## src/rtl/midi_port_pkg.sv

```systemverilog
package midi_port_pkg;

   typedef enum logic [1:0] {
      CMD_NONE  = 2'd0,
      CMD_RESET = 2'd1,
      CMD_UART  = 2'd2
   } cmd_kind_e;

   localparam int unsigned IN_BUSY_BIT  = 7;
   localparam int unsigned OUT_BUSY_BIT = 6;

endpackage

```

## src/rtl/mpu_cmd_decode.sv

```systemverilog
module mpu_cmd_decode
   import midi_port_pkg::*;
#(
   parameter logic [7:0] RESET_CODE = 8'hFF,
   parameter logic [7:0] UART_CODE  = 8'h3F
) (
   input  logic      cmd_wr,
   input  logic [7:0] cmd_byte,
   input  logic      in_uart,
   output cmd_kind_e kind
);

   always_comb begin
      kind = CMD_NONE;
      if (cmd_wr) begin
         if (cmd_byte == RESET_CODE)
            kind = CMD_RESET;
         else if (cmd_byte == UART_CODE && !in_uart)
            kind = CMD_UART;
      end
   end

endmodule

```

## src/rtl/mpu_ack_queue.sv

```systemverilog
module mpu_ack_queue #(
   parameter int unsigned DEPTH = 2
) (
   input  logic clk,
   input  logic rst_n,
   input  logic load_one,
   input  logic push,
   input  logic pop,
   output logic pending
);

   localparam int unsigned CNT_W = $clog2(DEPTH + 1);
   localparam logic [CNT_W-1:0] CNT_MAX = CNT_W'(DEPTH);
   localparam logic [CNT_W-1:0] CNT_ONE = CNT_W'(1);

   logic [CNT_W-1:0] cnt_q;

   always_ff @(posedge clk or negedge rst_n) begin
      if (!rst_n)
         cnt_q <= '0;
      else if (load_one)
         cnt_q <= CNT_ONE;
      else if (push && !pop && cnt_q != CNT_MAX)
         cnt_q <= cnt_q + CNT_ONE;
      else if (pop && !push && cnt_q != '0)
         cnt_q <= cnt_q - CNT_ONE;
   end

   assign pending = (cnt_q != '0);


   ack_bound_chk: assert property (@(posedge clk) disable iff (!rst_n)
      cnt_q <= CNT_MAX);


   ack_reload_chk: assert property (@(posedge clk) disable iff (!rst_n)
      load_one |=> cnt_q == CNT_ONE);

endmodule

```

## src/rtl/mpu_irq_gen.sv

```systemverilog
module mpu_irq_gen #(
   parameter bit PULSE = 1'b1
) (
   input  logic clk,
   input  logic rst_n,
   input  logic in_uart,
   input  logic tx_empty,
   input  logic byte_avail,
   output logic irq_tx,
   output logic irq_rx
);

   logic tx_empty_q;
   logic avail_q;

   always_ff @(posedge clk or negedge rst_n) begin
      if (!rst_n) begin
         tx_empty_q <= 1'b1;
         avail_q    <= 1'b0;
      end else begin
         tx_empty_q <= tx_empty;
         avail_q    <= byte_avail;
      end
   end

   generate
      if (PULSE) begin : g_pulse
         assign irq_tx = in_uart & tx_empty & ~tx_empty_q;
         assign irq_rx = avail_q & ~byte_avail;


         irq_tx_pulse_chk: assert property (@(posedge clk) disable iff (!rst_n)
            irq_tx |=> !irq_tx);


         irq_rx_pulse_chk: assert property (@(posedge clk) disable iff (!rst_n)
            irq_rx |=> !irq_rx);
      end else begin : g_level
         assign irq_tx = in_uart & tx_empty;
         assign irq_rx = in_uart & ~byte_avail;
      end
   endgenerate

endmodule

```

## src/rtl/midi_uart_port.sv

```systemverilog
module midi_uart_port
   import midi_port_pkg::*;
#(
   parameter int unsigned ADDR_W     = 8,
   parameter logic [7:0]  DATA_OFS   = 8'h18,
   parameter int unsigned ACK_DEPTH  = 2,
   parameter logic [7:0]  ACK_BYTE   = 8'hFE,
   parameter logic [7:0]  RESET_CODE = 8'hFF,
   parameter logic [7:0]  UART_CODE  = 8'h3F,
   parameter bit          IRQ_PULSE  = 1'b1
) (
   input  logic              clk,
   input  logic              rst_n,
   input  logic [ADDR_W-1:0] host_addr,
   input  logic              wr_en,
   input  logic [7:0]        wr_data,
   input  logic              rd_en,
   output logic [7:0]        rd_data,
   output logic              tx_valid,
   output logic [7:0]        tx_data,
   input  logic              tx_full,
   input  logic              tx_empty,
   output logic              tx_flush,
   input  logic              rx_valid,
   input  logic [7:0]        rx_data,
   output logic              rx_pop,
   output logic              rx_flush,
   output logic              irq_tx_empty,
   output logic              irq_rx_empty
);

   localparam logic [ADDR_W-1:0] DATA_A = ADDR_W'(DATA_OFS);
   localparam logic [ADDR_W-1:0] STAT_A = ADDR_W'(DATA_OFS + 8'd1);

   generate
      if (ACK_DEPTH < 1) begin : g_bad_depth
         $error("ACK_DEPTH must be at least 1");
      end
      if (ADDR_W < 1 || ADDR_W > 32) begin : g_bad_addr
         $error("ADDR_W must lie in 1..32");
      end
      if (RESET_CODE == UART_CODE) begin : g_bad_codes
         $error("command codes must differ");
      end
   endgenerate

   logic      data_sel, stat_sel;
   logic      cmd_wr, data_wr, data_rd, stat_rd;
   cmd_kind_e kind;
   logic      is_rst, is_uart;
   logic      uart_q;
   logic      ack_pending;
   logic      rx_avail, byte_avail;
   logic      take_ack, take_rx;
   logic [7:0] status;
   logic [7:0] last_q;
   logic [7:0] rd_q;

   assign data_sel = (host_addr == DATA_A);
   assign stat_sel = (host_addr == STAT_A);
   assign cmd_wr   = wr_en & stat_sel;
   assign data_wr  = wr_en & data_sel;
   assign data_rd  = rd_en & data_sel;
   assign stat_rd  = rd_en & stat_sel;

   mpu_cmd_decode #(
      .RESET_CODE (RESET_CODE),
      .UART_CODE  (UART_CODE)
   ) u_dec (
      .cmd_wr   (cmd_wr),
      .cmd_byte (wr_data),
      .in_uart  (uart_q),
      .kind     (kind)
   );

   assign is_rst  = (kind == CMD_RESET);
   assign is_uart = (kind == CMD_UART);

   always_ff @(posedge clk or negedge rst_n) begin
      if (!rst_n)
         uart_q <= 1'b0;
      else if (is_rst)
         uart_q <= 1'b0;
      else if (is_uart)
         uart_q <= 1'b1;
   end

   assign take_ack = data_rd & ack_pending;

   mpu_ack_queue #(
      .DEPTH (ACK_DEPTH)
   ) u_ackq (
      .clk      (clk),
      .rst_n    (rst_n),
      .load_one (is_rst),
      .push     (is_uart),
      .pop      (take_ack),
      .pending  (ack_pending)
   );

   assign rx_avail   = uart_q & rx_valid;
   assign byte_avail = ack_pending | rx_avail;
   assign take_rx    = data_rd & ~ack_pending & rx_avail;

   assign rx_pop   = take_rx;
   assign tx_valid = data_wr & uart_q & ~tx_full;
   assign tx_data  = wr_data;
   assign tx_flush = is_rst;
   assign rx_flush = is_rst;

   always_comb begin
      status = '0;
      status[IN_BUSY_BIT]  = ~byte_avail;
      status[OUT_BUSY_BIT] = tx_full;
   end

   always_ff @(posedge clk or negedge rst_n) begin
      if (!rst_n) begin
         last_q <= '0;
         rd_q   <= '0;
      end else begin
         if (take_ack)
            last_q <= ACK_BYTE;
         else if (take_rx)
            last_q <= rx_data;

         if (stat_rd)
            rd_q <= status;
         else if (data_rd) begin
            if (take_ack)
               rd_q <= ACK_BYTE;
            else if (take_rx)
               rd_q <= rx_data;
            else
               rd_q <= last_q;
         end
      end
   end

   assign rd_data = rd_q;

   mpu_irq_gen #(
      .PULSE (IRQ_PULSE)
   ) u_irq (
      .clk        (clk),
      .rst_n      (rst_n),
      .in_uart    (uart_q),
      .tx_empty   (tx_empty),
      .byte_avail (byte_avail),
      .irq_tx     (irq_tx_empty),
      .irq_rx     (irq_rx_empty)
   );


   rst_cmd_chk: assert property (@(posedge clk) disable iff (!rst_n)
      (cmd_wr && wr_data == RESET_CODE) |=> (!uart_q && ack_pending));


   uart_repeat_chk: assert property (@(posedge clk) disable iff (!rst_n)
      (uart_q && cmd_wr && wr_data == UART_CODE) |=> uart_q);


   ack_first_chk: assert property (@(posedge clk) disable iff (!rst_n)
      (data_rd && ack_pending) |=> rd_data == ACK_BYTE);


   idle_read_chk: assert property (@(posedge clk) disable iff (!rst_n)
      (data_rd && !byte_avail) |=> (rd_data == $past(last_q) && $stable(last_q)));


   tx_full_chk: assert property (@(posedge clk) disable iff (!rst_n)
      tx_valid |-> !tx_full);


   stat_read_chk: assert property (@(posedge clk) disable iff (!rst_n)
      stat_rd |=> rd_data == $past(status));

endmodule

```

## config.mk

```make
export PLATFORM = sky130hd
export DESIGN_NAME = midi_uart_port
export DESIGN_NICKNAME = d
export VERILOG_FILES = /design/src/rtl/midi_port_pkg.sv /design/src/rtl/mpu_cmd_decode.sv /design/src/rtl/mpu_ack_queue.sv /design/src/rtl/mpu_irq_gen.sv /design/src/rtl/midi_uart_port.sv
export SDC_FILE = /design/constraint.sdc
export NUM_CORES = 1
export LEC_CHECK = 0
export BUFFER_PORTS_ARGS = -buffer_cell sky130_fd_sc_hd__buf_2
export CAP_MARGIN = 10
export CORE_MARGIN = 2
export CORE_UTILIZATION = 42
export CTS_CLUSTER_DIAMETER = 120
export CTS_CLUSTER_SIZE = 20
export DETAILED_ROUTE_END_ITERATION = 8
export MAX_ROUTING_LAYER = met4
export PLACE_DENSITY_LB_ADDON = 0.15
export SYNTH_ARGS = -nofsm -noshare
export SYNTH_HDL_FRONTEND = slang
export SYNTH_SLANG_ARGS = --single-unit
```

## constraint.sdc

```tcl
create_clock -name clk -period 1.6 [get_ports clk]
set_input_delay 0.32 -clock clk [delete_from_list [all_inputs] [get_ports clk]]
set_output_delay 0.32 -clock clk [all_outputs]
set_load 0.01 [all_outputs]
```

**Word level (Yosys, flattened, before mapping)**

Cells that the tools add are included.

- Equal/unequal tests: 7
- Add/subtract/negate cells: 2
- Bitwise gates (word level): 18
- Reduce and logical (&&, ||, !) cells: 12
- Mux-type cells: 12

Operators by type and width:

| operator | count |
|---|---|
| two-way mux 8 bit | 4 |
| equality test 8 x 5 -> 1 bit (second input constant) | 2 |
| bitwise AND 1 bit | 13 |
| two-way mux 2 bit | 6 |
| equality test 8 x 6 -> 1 bit (second input constant) | 1 |
| equality test 8 bit (second input constant) | 1 |
| nonzero test 2 bit | 3 |
| logical AND 1 bit | 5 |
| NOT 1 bit | 4 |
| logical NOT 1 bit | 3 |
| nonzero test 3 bit | 1 |
| adder 2 x 1 -> 2 bit (second input constant) | 1 |
| equality test 2 x 1 -> 1 bit (second input constant) | 1 |
| equality test 2 bit (second input constant) | 1 |
| two-way mux 1 bit | 2 |
| != test 2 bit (second input constant) | 1 |
| subtractor 2 x 1 -> 2 bit (second input constant) | 1 |
| OR 1 bit | 1 |

- Logic and storage cells: 57
- Bits in registers: 21
- Input port bits: 31
- Output and inout bits: 22

**Longest topological paths before layout**

Gate-level depths: netlist of the first run.

- Word-level depth: 12
- Mapped depth: 5

**Hierarchy**

From an unflattened synthesis of the first run, not the netlist that was laid out.

- Cells, all modules: 145
- Area total of the unflattened synthesis: 1366.3 um^2

By module, submodules not included:

| module | area an instance (um^2) | sequential area each (um^2) | times used | cells each |
|---|---|---|---|---|
| midi_uart_port | 1127.3 | 425.4 | 1 | 121 |
| mpu_ack_queue | 136.4 | 50.0 | 1 | 14 |
| mpu_irq_gen | 66.3 | 51.3 | 1 | 4 |
| mpu_cmd_decode | 36.3 | 0.0 | 1 | 6 |

**Worst setup path after synthesis of the first run**

OpenSTA, ideal clock, no wires.

- Path kind: input-to-reg
- From: in host_addr[5]
- To: reg last_q[1]
- Stages on the path: 5
- Library setup time: 0.121 ns
- Buffers on the path: 1
- Data arrival time: 1.571 ns
- Setup slack: -0.092 ns
- Cells stage by stage: nor4b_4 -> nand4_4 -> or4_1 -> buf_2 -> o22a_1

- Cells in the longest elaborated chain, start to end: 6

Ends and longest elaborated chain:

| what | line | RTL |
|---|---|---|
| start: declaration | midi_uart_port.sv:14 | `input logic [ADDR_W-1:0] host_addr,` |
| equality test 8 x 5 -> 1 bit * | midi_uart_port.sv:59 | `assign data_sel = (host_addr == DATA_A);` |
| bitwise AND 1 bit * | midi_uart_port.sv:63 | `assign data_rd = rd_en & data_sel;` |
| bitwise AND 1 bit (2 in a row) | midi_uart_port.sv:103 | `assign take_rx = data_rd & ~ack_pending & rx_avail;` |
| two-way mux 8 bit | - |  |
| two-way mux 8 bit * | midi_uart_port.sv:122 | `if (take_ack)` |
| end signal: assignment | midi_uart_port.sv:125 | `last_q <= rx_data;` |
| end: declaration | midi_uart_port.sv:56 | `logic [7:0] last_q;` |

Every way passes the cells marked *; elsewhere a longest branch is shown, timed or not.
A chain may end at the register's enable or synchronous reset.

**Worst setup path after layout of the first run**

- From: reg u_ackq.cnt_q[1]
- To: out rx_pop

- Cells in the longest elaborated chain, start to end: 4

Ends and longest elaborated chain:

| what | line | RTL |
|---|---|---|
| start: declaration | mpu_ack_queue.sv:16 | `logic [CNT_W-1:0] cnt_q;` |
| start signal: assignment | mpu_ack_queue.sv:24 | `cnt_q <= cnt_q + CNT_ONE;` |
| start signal: assignment | mpu_ack_queue.sv:26 | `cnt_q <= cnt_q - CNT_ONE;` |
| nonzero test 2 bit | mpu_ack_queue.sv:29 | `assign pending = (cnt_q != '0);` |
| NOT 1 bit | midi_uart_port.sv:103 |  |
| bitwise AND 1 bit (2 in a row) | midi_uart_port.sv:103 |  |
| end: declaration | midi_uart_port.sv:26 | `output logic rx_pop,` |

No other way between the ends.

==> results.json, run 1 <==
{
  "min_period_ns": 1.68,
  "pwr_density_cell_nw_per_um2": 700,
  "cts-root-buf": "clkbuf_4",
  "drt-initial-drc-count": 21,
  "rr_startpoint": "u_ackq.cnt_q[1]$_DFFE_PN0P_",
  "grt_pass1_vias": 1174,
  "wl_mm": 3.15,
  "maxSlewViolCount": 0,
  "cts_tree": "built",
  "syn_to_final_growth_pct": 45.3,
  "drive_gt1_share_pct": 51.9,
  "drcViolationCount": 0,
  "ant_nets": 0,
  "grt_pass1_wl_mm": 5.18,
  "clkLatencyLatePin_ns": 0.30,
  "globalplace.congestion": 0.793,
  "max_freq_mhz": 597,
  "grt_antenna_before_repair": 0,
  "setup_violations": 9,
  "setup_slack_ns": -0.0755,
  "power_mw": 1.20,
  "hold_start": "tx_empty",
  "synth-seq-cells": 21,
  "grt_use_total_pct": 20.7,
  "yosys_most_used_dff": "dfrtp_1",
  "final_common_cell": "buf_2",
  "rows": 19,
  "timing.max_cap.violations": 0,
  "power.share.clock_pct": 20.5,
  "dieHeight_um": 57.0,
  "finalHoldViolCount": 0,
  "cts_sinks": 21,
  "crit_path_start_kind": "flip-flop",
  "die_area_um2": 3250,
  "worstPathRequired_ns": 1.28,
  "synth_edf_count": 0,
  "startpoint": "u_ackq.cnt_q[1]$_DFFE_PN0P_",
  "fin_crit_sh_pct": 105,
  "slew_headroom_pct": 68.8,
  "worst_pin_slew_ns": 0.469,
  "async_flop_share_pct": 100,
  "finalSetupTns_ns": -0.410,
  "cts_max_path_buffers": 2,
  "viasPerCell": 5.38,
  "htreeDepth": 1,
  "hpwl_mm": 2.23,
  "final_cell_mix": "buf_2 (50), buf_4 (23), nand2_1 (19), dfrtp_1 (19), o22a_1 (8)",
  "synthesis.area_um2": 1180,
  "n_fill_cell": 229,
  "place_area_um2": 1520,
  "synth_area_per_cell_um2": 10.0,
  "clkTransAtPathRegs_ns": 0.11,
  "vias": 1183,
  "syn-num-nets": 149,
  "seq_area_frac_synth_pct": 44.6,
  "p_sw_mw": 0.345,
  "cts_made_buffers": 3,
  "antennaDiodeCount": 0,
  "ys_types": 38,
  "initial_core_util_pct": 43.6,
  "clock_skew_ns": 0.00411,
  "first_pass_iters": 4,
  "status": "complete, but fails checks",
  "worstSetupPathType": "flip-flop to primary output",
  "overflow": 0,
  "rsz0062_at_grt": "yes",
  "cp.arrival_ns": 1.36,
  "peakVddDrop_mv": 0.716,
  "sequentialPowerShare_pct": 49.8,
  "fin_nets": 221,
  "hp-class": "input pin to flip-flop",
  "wl_per_cell_um": 14.3,
  "power_frac_comb_pct": 29.7,
  "synth_cells": 118,
  "die_x_um": 57.0,
  "yosysWarnings": 0,
  "coreArea_um2": 2710,
  "violations": "setup timing",
  "fin_area_um2": 1720,
  "p_leak_nw": 0.919,
  "path_max_fanout": 2,
  "ios": 53,
  "p_int_mw": 0.857,
  "endpoint_kind": "primary output",
  "io_buffers": 52,
  "grt_max_degree": 22,
  "swShare_pct": 28.7
}
==> cell families (layout without fill, tap and decap cells) <==
logic type / count (synthesis) / after routing / share of synthesized area, %
simple gates: 45 / 45 / 23.2
compound gates: 32 / 32 / 21.2
flops: 21 / 21 / 44.6
buf+inv: 17 / 88 / 8.37
mux: 3 / 3 / 2.65
==> state kept, by name, summed over array words and instances, names as in the netlist <==
register and cells:
u_irq.avail_q 1, last_q 8, u_irq.tx_empty_q 1, uart_q 1, rd_data 8, u_ackq.cnt_q 2
==> critical path: stages (launching register included) <==
cell     delay [ns]
dfrtp_1        0.40
or2_4          0.25
buf_6          0.12
nor3_4         0.13
buf_2          0.16
==> synthesized netlist by cell type, types with 2 or more instances <==
library cell   n  area, um^2
dfrtp_1       20         500
nand2_1       19        71.3
buf_4          9        67.6
o22a_1         8        70.1
a21o_1         7        52.6
nor2_1         6        22.5
a311oi_1       5        43.8
clkbuf_1       4        15.0
and3_1         3        18.8
inv_1          3        11.3
a2111oi_0      2        17.5
a21oi_1        2        10.0
and4_1         2        17.5
mux2i_1        2        20.0
nor4bb_1       2        20.0
o21ai_0        2        10.0
==> area by class of cell <==
class                   instances  area [um^2]  share of cell area (%)
clock buffers                   3         22.5                    1.31
clock inverters                 1         5.00                   0.292
inverters                       3         11.3                   0.656
multi-input cells              80          599                    34.9
flip-flops and latches         21          528                    30.8
well taps                      31         38.8                    2.26
repair buffers                 81          512                    29.8
==> metal layers <==
layer,up-vias,routed length [um],global-route usage [%]
met5,-,0,-
met1,567,1270,24.0
met2,38,1720,37.3
met4,0,8,2.99
li1,576,-,-
met3,2,146,4.54
==> what timing repair did <==
action                                  4_1_cts  5_1_grt
pin swaps                                     8        3
endpoints found under the setup margin       11       16
hold endpoints to repair                     20        0
hold buffers                                  1        0
gates resized for setup                       9       10
setup buffers                                12        0
cloned                                        0        0
==> metrics by stage <==
stage               setup slack (ns)  cells  utilization [%]  hold slack (ns)
CTS                          -0.0593    220             62.0            0.110
global route                  -0.156    220             63.3           0.0950
finish                       -0.0755    220             63.3            0.120
floorplan                    -0.0881    118                -           0.0244
global placement              -0.222    203             55.9            0.297
detailed placement            -0.251    203             55.9            0.296
==> power groups by stage <==
stage          sequential, mW  combinational (mW)  clock (mW)
2_1_floorplan           0.619               0.137           0
3_3_place_gp            0.605               0.292           0
3_5_place_dp            0.607               0.297           0
4_1_cts                 0.598               0.341       0.257
5_1_grt                 0.606               0.393       0.278
6_report                0.599               0.357       0.247
==> final timing paths <==
path                                              end  slack [ns]  depth (start not counted)
hold / removal             u_irq.tx_empty_q$_DFF_PN1_        0.12                          1
setup / recovery                               rx_pop       -0.08                          4
hold reg to reg                rd_data[2]$_DFFE_PN0P_        0.48                          1
setup reg to reg                  last_q[7]$_DFF_PN0_       -0.06                          3
max in group asynchronous  u_irq.tx_empty_q$_DFF_PN1_        0.75                          2
min in group asynchronous      rd_data[0]$_DFFE_PN0P_        0.49                          2
No activity file was read; power rests on OpenSTA's default activity.
==> run 2: changes to the inputs <==
--- a/config.mk
+++ b/config.mk
@@ -5,6 +5,7 @@
 export SDC_FILE = /design/constraint.sdc
 export NUM_CORES = 1
 export LEC_CHECK = 0
+export ABC_AREA = 1
 export BUFFER_PORTS_ARGS = -buffer_cell sky130_fd_sc_hd__buf_2
 export CAP_MARGIN = 10
 export CORE_MARGIN = 2
==> results.json, run 2 <==
{
  "endpoint_kind": "primary output",
  "crit_path_start_kind": "flip-flop",
  "synthesis.area_um2": 1240,
  "fin_crit_sh_pct": 96.6,
  "coreArea_um2": 2780,
  "cts_made_buffers": 3,
  "drt-initial-drc-count": 18,
  "timing.max_cap.violations": 0,
  "wl_per_cell_um": 11.2,
  "synth_common_cells": "nand2_1 (46), dfrtp_1 (20), nand3_1 (20), inv_1 (18), nor2_1 (10)",
  "yosys.area.top_type": "dfrtp_1",
  "viasPerCell": 4.67,
  "p_leak_nw": 1.03,
  "overflow": 0,
  "maxSlewViolCount": 0,
  "cts-root-buf": "clkbuf_4",
  "final_cell_mix": "buf_2 (51), nand2_1 (43), dfrtp_1 (20)",
  "cp_top_family": "flip-flops",
  "grt_max_degree": 22,
  "worst_pin_slew_ns": 0.459,
  "rows": 19,
  "fin_nets": 249,
  "ys_types": 24,
  "drive_gt1_share_pct": 47.5,
  "clock_skew_ns": 0.00870,
  "dieHeight_um": 58.3,
  "setup_slack_ns": 0.0540,
  "initial_core_util_pct": 44.5,
  "drcViolationCount": 0,
  "yosys_most_used_dff": "dfrtp_1",
  "slew_headroom_pct": 69.4,
  "cts_max_path_buffers": 2,
  "rsz0062_at_grt": "yes",
  "syn-num-nets": 186,
  "peakVddDrop_mv": 0.624,
  "wl_mm": 2.77,
  "place_ws_ns": 0.0352,
  "final_cells": 248,
  "worstSetupPathType": "flip-flop to primary output",
  "setup_violations": 0,
  "final_core_util_pct": 60.5,
  "finalHoldViolCount": 0,
  "worstPathRequired_ns": 1.28,
  "clkLatencyLatePin_ns": 0.30,
  "grt_pass1_vias": 1083,
  "pwr_density_cell_nw_per_um2": 562,
  "ant_nets": 0,
  "clkTransAtPathRegs_ns": 0.11,
  "grt_use_total_pct": 17.7,
  "synth_most_common_cell": "nand2_1",
  "dp.cells": 232,
  "cts_sinks": 21,
  "die_area_um2": 3400,
  "synth_area_per_cell_um2": 7.98,
  "cp.arrival_ns": 1.23,
  "critPathSlowestCell": "dfrtp_1",
  "yosysWarnings": 0,
  "grt_antenna_before_repair": 0,
  "synth_edf_count": 0,
  "async_flop_share_pct": 100,
  "holdWs_ns": 0.115,
  "globalplace.congestion": 0.713,
  "htreeDepth": 1,
  "place_area_um2": 1490,
  "synth-seq-cells": 21,
  "final_common_cell": "buf_2",
  "fin_area_um2": 1680,
  "seq_area_frac_synth_pct": 42.6,
  "first_pass_iters": 4,
  "max_stage_delay_ns": 0.42,
  "synth_cells": 155,
  "hp-class": "input pin to flip-flop",
  "die_x_um": 58.3,
  "n_fill_cell": 265,
  "syn_to_final_growth_pct": 35.9,
  "status": "complete, no violations",
  "grt_pass1_wl_mm": 4.46,
  "hpwl_mm": 2.07,
  "yosysTopAreaCellShare_pct": 40.4,
  "max_freq_mhz": 647,
  "finalSetupTns_ns": 0,
  "power_mw": 0.946,
  "min_period_ns": 1.55,
  "synth_area_leaders": "dfrtp_1 (40%), nand2_1 (14%), nand3_1 (8.1%)",
  "path_max_fanout": 3,
  "antennaDiodeCount": 0,
  "crit_chain": "inv_2 -> buf_6 -> nand3_4 -> nor2_1 -> buf_2",
  "io_buffers": 52,
  "vias": 1158,
  "cp.buffers_inverters": 3,
  "cts_tree": "built",
  "ios": 53
}
-- run 2: cell count changes in the layout (fill, tap and decap cells not counted), moves of 7 or more --
cell	before	now
a21o_1	7	0
buf_4	23	13
inv_1	3	15
inv_2	0	7
nand2_1	19	43
nand3_1	1	19
o22a_1	8	0
-- run 2: layer usage --
metal	up-vias	GRT usage, %	share of wire (%)
met5	-	-	0
met4	0	4.32	0.51
met3	2	4.91	4.6
met2	26	30.3	52
met1	529	20.4	43
li1	601	-	-
-- run 2: power breakdown --
part,internal (mW),switching (mW),total [mW],leakage [nW]
logic,0.0628,0.0780,0.141,0.740
registers,0.544,0.00416,0.548,0.276
clock network,0.0932,0.164,0.257,0.0177
-- run 2: final timing paths --
path | start | endpoint | slack (ns) | cells past startpoint
worst max-delay path | u_ackq.cnt_q[1]$_DFFE_PN0P_ | irq_rx_empty | 0.05 | 5
max in group asynchronous | rst_n | u_irq.tx_empty_q$_DFF_PN1_ | 0.77 | 2
worst min-delay path | tx_empty | u_irq.tx_empty_q$_DFF_PN1_ | 0.11 | 1
worst max register to register | uart_q$_DFFE_PN0P_ | u_ackq.cnt_q[0]$_DFFE_PN0P_ | 0.17 | 8
min in group asynchronous | rst_n | u_irq.avail_q$_DFF_PN0_ | 0.47 | 2
worst min register to register | rd_data[5]$_DFFE_PN0P_ | rd_data[5]$_DFFE_PN0P_ | 0.49 | 2
-- run 2: kinds of logic (layout without fill, tap and decap cells) --
logic type	count (synthesis)	count (layout)	synth area share, %
AO/OA/AOI/OAI	4	4	1.62
buffers and inverters	33	95	14.3
flip-flops	21	21	42.6
AND/OR/NAND/NOR	97	97	41.6
-- run 2: repair_timing --
action	CTS	global route
setup endpoints to repair	3	5
buffers inserted	4	7
hold buffers	1	0
resized for setup	1	15
hold endpoints to repair	20	0
pin swaps	2	9
-- run 2: layout make-up --
class / instances / area (um^2) / share of cell area (%)
clock buffer: 3 / 22.5 / 1.34
clock inverter: 1 / 5.00 / 0.298
inverter: 22 / 82.6 / 4.91
multi-input combinational: 101 / 581 / 34.5
sequential: 21 / 527 / 31.3
tap: 31 / 38.8 / 2.31
timing repair buffer: 69 / 425 / 25.3
==> run 3: changes to the inputs <==
==> constraint.sdc (replaced) <==
create_clock -name clk -period 1.3 [get_ports clk]
set_input_delay 0.26 -clock clk [delete_from_list [all_inputs] [get_ports clk]]
set_output_delay 0.26 -clock clk [all_outputs]
set_load 0.01 [all_outputs]
==> results.json, run 3 (same netlist as run 2, synthesis figures left out) <==
{
  "path_max_fanout": 3,
  "p_int_mw": 0.885,
  "slew_headroom_pct": 69.5,
  "cts_sinks": 21,
  "wl_mm": 3.20,
  "multiInputGateArea_um2": 733,
  "final_cell_mix": "buf_2 (45), nand2_1 (31), buf_4 (22)",
  "grt_pass1_vias": 1213,
  "ios": 53,
  "htreeDepth": 1,
  "grt_pass1_wl_mm": 5.09,
  "grt_max_degree": 22,
  "overflow": 0,
  "crit_chain": "inv_2 -> nand2_4 -> nor2_4 -> nand2_4 -> inv_2 -> buf_6",
  "globalplace.congestion": 0.838,
  "coreArea_um2": 2780,
  "power.share.clock_pct": 25.9,
  "violations": "setup timing",
  "cp.arrival_ns": 1.22,
  "rsz0062_at_grt": "yes",
  "clkTransAtPathRegs_ns": 0.12,
  "cts_tree": "built",
  "ff_latch_area_um2": 528,
  "syn_to_final_growth_pct": 60.0,
  "sequentialPowerShare_pct": 56.1,
  "startpoint": "u_ackq.cnt_q[1]$_DFFE_PN0P_",
  "final_cells": 261,
  "rows": 19,
  "cts_max_path_buffers": 2,
  "clkLatencyLatePin_ns": 0.31,
  "swShare_pct": 26.6,
  "grt_use_total_pct": 20.3,
  "holdWs_ns": 0.0393,
  "critPathSlowestCell": "dfrtp_1",
  "drive_gt1_share_pct": 64.3,
  "first_pass_iters": 4,
  "status": "complete, but fails checks",
  "hold_start": "tx_empty",
  "finalHoldViolCount": 0,
  "final_common_cell": "buf_2",
  "p_sw_mw": 0.320,
  "wl_per_cell_um": 12.3,
  "cts-root-buf": "clkbuf_4",
  "die_x_um": 58.3,
  "io_buffers": 52,
  "dp.cells": 237,
  "drcViolationCount": 0,
  "hpwl_mm": 2.14,
  "setup_violations": 5,
  "worstPathRequired_ns": 1.04,
  "power_frac_comb_pct": 18.0,
  "maxSlewViolCount": 0,
  "setup_slack_ns": -0.184,
  "max_freq_mhz": 674,
  "worst_pin_slew_ns": 0.458,
  "die_area_um2": 3400,
  "ant_nets": 0,
  "peakVddDrop_mv": 0.739,
  "timing.max_cap.violations": 0,
  "p_leak_nw": 1.18,
  "hp-class": "input pin to flip-flop",
  "max_stage_delay_ns": 0.42,
  "endpoint_kind": "primary output",
  "pwr_density_cell_nw_per_um2": 609,
  "initial_core_util_pct": 44.5,
  "clock_skew_ns": 0.0103,
  "fin_nets": 262,
  "viasPerCell": 4.85,
  "grt_antenna_before_repair": 0,
  "place_ws_ns": -0.115,
  "final_core_util_pct": 71.2,
  "power_mw": 1.20,
  "drt-initial-drc-count": 30,
  "cts_made_buffers": 3,
  "worstSetupPathType": "flip-flop to primary output",
  "fin_crit_sh_pct": 114,
  "rr_startpoint": "uart_q$_DFFE_PN0P_",
  "n_fill_cell": 215,
  "min_period_ns": 1.48,
  "vias": 1266,
  "antennaDiodeCount": 0,
  "crit_path_start_kind": "flip-flop",
  "dieHeight_um": 58.3
}
## run 3: cell types whose count changed in the layout (fill, tap and decap cells not counted), moves of 3 or more
cell / change
nand2_1: -12
inv_4: +3
buf_2: -6
nand2_4: +6
inv_1: -5
nor2_1: -4
nor2_2: +3
buf_6: +11
nand2_2: +6
buf_4: +9
nand3_2: +6
nand3_1: -8
## run 3: worst max-delay path, delay by kind of cell (launching register included)
kind,cells,cell delay (ns)
buf+inv,3,0.24
flops,1,0.42
simple gates,3,0.25
## run 3: path summary, 6_finish.rpt
check | to | slack, ns | cells past startpoint
worst min register to register | last_q[7]$_DFF_PN0_ | 0.49 | 2
max in group asynchronous | u_irq.tx_empty_q$_DFF_PN1_ | 0.55 | 2
min in group asynchronous | u_irq.avail_q$_DFF_PN0_ | 0.42 | 2
worst max-delay path | rx_pop | -0.18 | 6
worst min-delay path | u_irq.tx_empty_q$_DFF_PN1_ | 0.04 | 1
worst max register to register | u_ackq.cnt_q[1]$_DFFE_PN0P_ | -0.11 | 7
## run 3: timing repair
item,4_1_cts,5_1_grt
pin swaps,19,23
gates cloned,0,0
setup endpoints to repair,11,18
hold buffers,1,0
setup buffers,16,4
gates resized for setup,33,42
endpoints found under the hold margin,20,0
## run 3: area by class of cell
cell class / instances / share of cell area (%)
clock inverters: 1 / 0.253
inverters: 22 / 4.55
multi-input cells: 101 / 37.0
clock buffers: 3 / 1.14
repair buffers: 82 / 28.4
well taps: 31 / 1.96
flip-flops and latches: 21 / 26.7
## run 3: per-layer routing
metal	track usage [%]	vias to the layer above	routed length, um
li1	-	630	-
met1	23.9	583	1250
met2	34.2	46	1690
met3	5.13	7	219
met4	5.98	0	46
met5	-	-	0
## run 3: through the flow
stage | setup TNS, ns | area [um^2]
finish | -0.626 | 1980
global route | -1.82 | 1980
CTS | -0.804 | 1790
detailed placement | -1.04 | 1520
global placement | -0.479 | 1520
floorplan | 0 | 1240
## run 3: power groups by stage
| stage | registers [mW] | logic, mW | clock network (mW) |
|---|---|---|---|
| 3_3_place_gp | 0.687 | 0.161 | 0 |
| 2_1_floorplan | 0.690 | 0.0815 | 0 |
| 5_1_grt | 0.678 | 0.239 | 0.351 |
| 6_report | 0.676 | 0.217 | 0.312 |
| 4_1_cts | 0.675 | 0.198 | 0.329 |
| 3_5_place_dp | 0.688 | 0.165 | 0 |
